[src/rtl/osc_postscaler_pkg.sv]
package osc_postscaler_pkg;

    localparam int SEL_W    = 3;
    localparam int DIV_BITS = 8;
    localparam int NUM_SEL  = 1 << SEL_W;

    typedef enum logic [SEL_W-1:0] {
        SEL_LOWEST = 3'b000,
        SEL_DIV64  = 3'b001,
        SEL_DIV32  = 3'b010,
        SEL_DIV16  = 3'b011,
        SEL_DIV8   = 3'b100,
        SEL_DIV4   = 3'b101,
        SEL_DIV2   = 3'b110,
        SEL_FULL   = 3'b111
    } freq_sel_e;

    typedef struct packed {
        freq_sel_e code;
        logic      src;
    } clk_cfg_t;

    localparam clk_cfg_t CFG_RESET = '{code: SEL_DIV8, src: 1'b0};

    // Counter bit that produces the divided clock for a middle code.
    function automatic int tap_bit(input int code);
        return (NUM_SEL - 2) - code;
    endfunction

endpackage

[src/rtl/osc_cfg_reg.sv]
module osc_cfg_reg
    import osc_postscaler_pkg::*;
(
    input  logic             clk,
    input  logic             rst,
    input  logic             wr,
    input  logic [SEL_W-1:0] wr_code,
    input  logic             wr_src,
    output clk_cfg_t         cfg
);

    always_ff @(posedge clk) begin
        if (rst) begin
            cfg <= CFG_RESET;
        end else if (wr) begin
            cfg.code <= freq_sel_e'(wr_code);
            cfg.src  <= wr_src;
        end
    end

endmodule

[src/rtl/osc_div_chain.sv]
module osc_div_chain #(
    parameter int WIDTH = 8
) (
    input  logic             clk,
    input  logic             rst,
    output logic [WIDTH-1:0] count
);

    always_ff @(posedge clk) begin
        if (rst) begin
            count <= '0;
        end else begin
            count <= count + 1'b1;
        end
    end

endmodule

[src/rtl/osc_clk_mux.sv]
module osc_clk_mux
    import osc_postscaler_pkg::*;
#(
    parameter int WIDTH = DIV_BITS
) (
    input  logic             clk_fast,
    input  logic             clk_slow,
    input  logic [WIDTH-1:0] div_count,
    input  clk_cfg_t         cfg,
    output logic             clk_sel
);

    logic [NUM_SEL-1:0] taps;

    // The slowest code chooses between the top counter bit and the RC clock.
    assign taps[0]         = cfg.src ? div_count[WIDTH-1] : clk_slow;
    assign taps[NUM_SEL-1] = clk_fast;

    for (genvar c = 1; c < NUM_SEL - 1; c++) begin : g_tap
        assign taps[c] = div_count[tap_bit(c)];
    end

    assign clk_sel = taps[cfg.code];

endmodule

[src/rtl/osc_postscaler_sel.sv]
module osc_postscaler_sel
    import osc_postscaler_pkg::*;
(
    input  logic             clk_osc,
    input  logic             clk_rc,
    input  logic             rst,
    input  logic             cfg_wr,
    input  logic [SEL_W-1:0] cfg_code,
    input  logic             cfg_src,
    output logic             clk_out,
    output logic             clk_aon
);

    clk_cfg_t            cfg_q;
    logic [DIV_BITS-1:0] div_cnt;

    osc_cfg_reg u_cfg (
        .clk     (clk_osc),
        .rst     (rst),
        .wr      (cfg_wr),
        .wr_code (cfg_code),
        .wr_src  (cfg_src),
        .cfg     (cfg_q)
    );

    osc_div_chain #(.WIDTH(DIV_BITS)) u_div (
        .clk   (clk_osc),
        .rst   (rst),
        .count (div_cnt)
    );

    osc_clk_mux #(.WIDTH(DIV_BITS)) u_mux (
        .clk_fast  (clk_osc),
        .clk_slow  (clk_rc),
        .div_count (div_cnt),
        .cfg       (cfg_q),
        .clk_sel   (clk_out)
    );

    assign clk_aon = clk_rc;

endmodule

[config.mk]
export PLATFORM = sky130hd
export DESIGN_NAME = osc_postscaler_sel
export DESIGN_NICKNAME = d
export VERILOG_FILES = /design/src/rtl/osc_postscaler_pkg.sv /design/src/rtl/osc_cfg_reg.sv /design/src/rtl/osc_div_chain.sv /design/src/rtl/osc_clk_mux.sv /design/src/rtl/osc_postscaler_sel.sv
export SDC_FILE = /design/constraint.sdc
export NUM_CORES = 1
export LEC_CHECK = 0
export ABC_CLOCK_PERIOD_IN_PS = 4200
export BUFFER_PORTS_ARGS = -buffer_cell sky130_fd_sc_hd__buf_4
export CORE_MARGIN = 2
export CORE_UTILIZATION = 35
export CTS_BUF_LIST = sky130_fd_sc_hd__clkbuf_2 sky130_fd_sc_hd__clkbuf_4 sky130_fd_sc_hd__clkbuf_8
export CTS_CLUSTER_DIAMETER = 30
export DETAILED_ROUTE_END_ITERATION = 6
export PLACE_DENSITY = 0.6
export SETUP_SLACK_MARGIN = 0.2
export SLEW_MARGIN = 40
export SYNTH_ARGS = -nofsm -noshare
export SYNTH_HDL_FRONTEND = slang
export SYNTH_HIERARCHICAL = 1
export SYNTH_SLANG_ARGS = --single-unit
[constraint.sdc]
create_clock -name clk_osc -period 4.2 [get_ports clk_osc]
set_clock_uncertainty 0.1 [all_clocks]
set_input_delay 0.84 -clock clk_osc [delete_from_list [all_inputs] [get_ports clk_osc]]
set_output_delay 0.84 -clock clk_osc [all_outputs]
set_load 0.03 [all_outputs]
==> metrics.txt <==
Worst Tran Pin Value 0.186 ns; arrival time at the worst endpoint 3.18 ns; syn avg cell area 10.3 sq um; Iteration-0 DRC Markers 6; final wirelength 976 microns; Final HPWL DP 647 microns; Pwr Density 473 nW/um^2; DR vias/cell 5.15; Die ar. 1820 sq um; global placement routability congestion 0.648; # rows 13; drt first pass iters 4; Core Footprint 1350 sq um; Routed Antenna Nets 0; CP Buf/Inv Count 3; delay-heaviest family, CP multiplexers; CP Launch Type clock port; VDD IR max 0.000174 V; final setup violation count 0; Max FO, Critical Path 2; Synth cell types 23; Mapped Cells 51; Hold Path Class register to register; WP data required 3.26 ns; synth warn 6; Overall Global Routing Usage 13.2%; wire length per cell 12.4 microns; Max stage delay cell, worst path mux4_2; crit end category primary output; synth-to-layout area growth 28.9%; synth top area cells dfxtp_1 (46%), mux4_2 (8.6%), mux2i_1 (5.7%); layout cells sized above 1 32.8%; area leader, netlist dfxtp_1; Layout Nets 74; CP most frequent cell buf_8; sequential share of the synthesized area 45.9%; initial antenna violation count 0; Diodes inserted 0; global-route wire length before repair 1.58 mm; vias in the first global route 402; outcome complete, no violations; Syn Nets 60; Max-cap violations 0; Port Buf Inserts 9; DIE WIDTH 42.7 microns; number of remaining DRC errors 0; Initial Util 38.7%; #FFs+latches synth 12; kind of critical path clock port to primary output; Pleak 0.276 nW; CP cell instances buf_8 > buf_8 > mux4_2 > mux2_4 > buf_6; max-slew violations 0; die height 42.7 microns; Fin. Hold Viols 0; Overall Power 0.000319 W; Slew headroom 87.6%; setup TNS 0 ns; pin count of the biggest net entering global routing 13; CP peak stage delay 0.46 ns; clk_lat worst skew 0.38 ns; Synth Cell Area 523 sq um; Yosys top cell area share 45.9%; TritonCTS clock tree yes; RSZ-0062 raised after global routing yes; total gr overflow 0; vias post-DR 407; CTS clk-pin slew, worst paths 0.07 ns; io pins 10
[logic make-up (layout without fill, tap and decap cells)]
logic type / Yosys count / after routing / share of synthesized area [%]
and+or+nand+nor: 17 / 17 / 16.7
DFF: 12 / 12 / 45.9
AOI/OAI and AO/OA: 7 / 7 / 7.41
muxes: 7 / 7 / 18.7
buffers and inverters: 4 / 17 / 3.83
xor gates and xnor gates: 3 / 3 / 5.02
adders and majority gates: 1 / 1 / 2.39
[timing repair]
| action | 4_1_cts | 5_1_grt |
|---|---|---|
| setup endpoints to repair | 1 | 1 |
| hold buffers | 0 | 0 |
| gates cloned | 0 | 0 |
| resized for setup | 4 | 2 |
| buffers inserted | 0 | 0 |
[where the power goes]
| part | leakage [nW] | internal, W | switching, W |
|---|---|---|---|
| Sequential | 0.0982 | 0.000119 | 0.00000481 |
| Combinational | 0.116 | 0.0000114 | 0.00000770 |
| Clock | 0.0616 | 0.000119 | 0.0000570 |
[cell usage after synthesis]
| cell type | instances |
|---|---|
| dfxtp_1 | 12 |
| nor2_1 | 7 |
| a21oi_1 | 3 |
| mux2i_1 | 3 |
| o21ai_0 | 3 |
| or3_1 | 3 |
| mux4_2 | 2 |
| nand3_1 | 2 |
| xnor2_1 | 2 |
| a211o_1 | 1 |
| and3_2 | 1 |
| buf_4 | 1 |
| clkbuf_1 | 1 |
| clkbuf_2 | 1 |
| ha_1 | 1 |
| inv_1 | 1 |
| mux2_1 | 1 |
| mux2_2 | 1 |
| nand2_1 | 1 |
| nand4_1 | 1 |
| nor2b_1 | 1 |
| nor2b_2 | 1 |
| xor2_1 | 1 |
[flip-flops by register name, summed over array words and instances, names as in the netlist]
signal / flops
u_cfg/cfg: 4
u_div/count: 8
[final cells by class]
| cell class | instances | area (sq um) |
|---|---|---|
| flip-flops and latches | 12 | 240 |
| fillers | 130 | 676 |
| well taps | 15 | 18.8 |
| inverters | 1 | 3.75 |
| multi-input cells | 35 | 267 |
| clock buffers | 8 | 85.1 |
| repair buffers | 8 | 60.1 |
[metal layers]
metal  part of all wire, %  up-vias  track usage (%)  wire length (microns)
met5                     0        -                0                      0
met4                   2.0        0             18.8                     20
met3                   6.0        4             7.23                     59
met2                    47       14             16.4                    458
met1                    45      186             12.8                    438
li1                      -      203                -                      -
[stage by stage]
stage | util (%) | setup WS (ns) | instance area, sq um | hold WS (ns) | std cells
floorplan | - | 0.373 | 523 | 0.334 | 51
global placement | 43.9 | 0.302 | 593 | 0.359 | 72
detailed placement | 43.9 | 0.302 | 593 | 0.369 | 72
CTS | 49.8 | 0.0609 | 672 | 0.387 | 79
global route | 50.0 | 0.0729 | 674 | 0.427 | 79
finish | 50.0 | 0.0841 | 674 | 0.385 | 79
[worst paths after layout]
| path | to | cells past startpoint | start | slack, ns |
|---|---|---|---|---|
| worst max register to register | u_div/count[6]$_SDFF_PP0_ | 4 | u_div/count[0]$_SDFF_PP0_ | 2.76 |
| worst min register to register | u_div/count[0]$_SDFF_PP0_ | 1 | u_div/count[0]$_SDFF_PP0_ | 0.39 |
| worst max-delay path | clk_out | 5 | clk_osc | 0.08 |
| worst min-delay path | u_div/count[0]$_SDFF_PP0_ | 1 | u_div/count[0]$_SDFF_PP0_ | 0.39 |
[placed cells by master, fill, tap and decap left out]
cell	n
a211o_1	1
clkbuf_4	4
and3_2	1
mux2_1	1
inv_1	1
mux2_4	1
nor2b_2	1
nor2_1	7
nand4_1	1
nand3_1	2
mux2i_1	3
buf_4	8
or3_1	3
dfxtp_1	12
nor2b_1	1
o21ai_0	3
buf_8	2
ha_1	1
xor2_1	1
mux4_2	2
buf_6	1
nand2_1	1
a21oi_1	3
clkbuf_8	1
xnor2_1	2
Note: power is estimated with default switching activity, not from simulation.
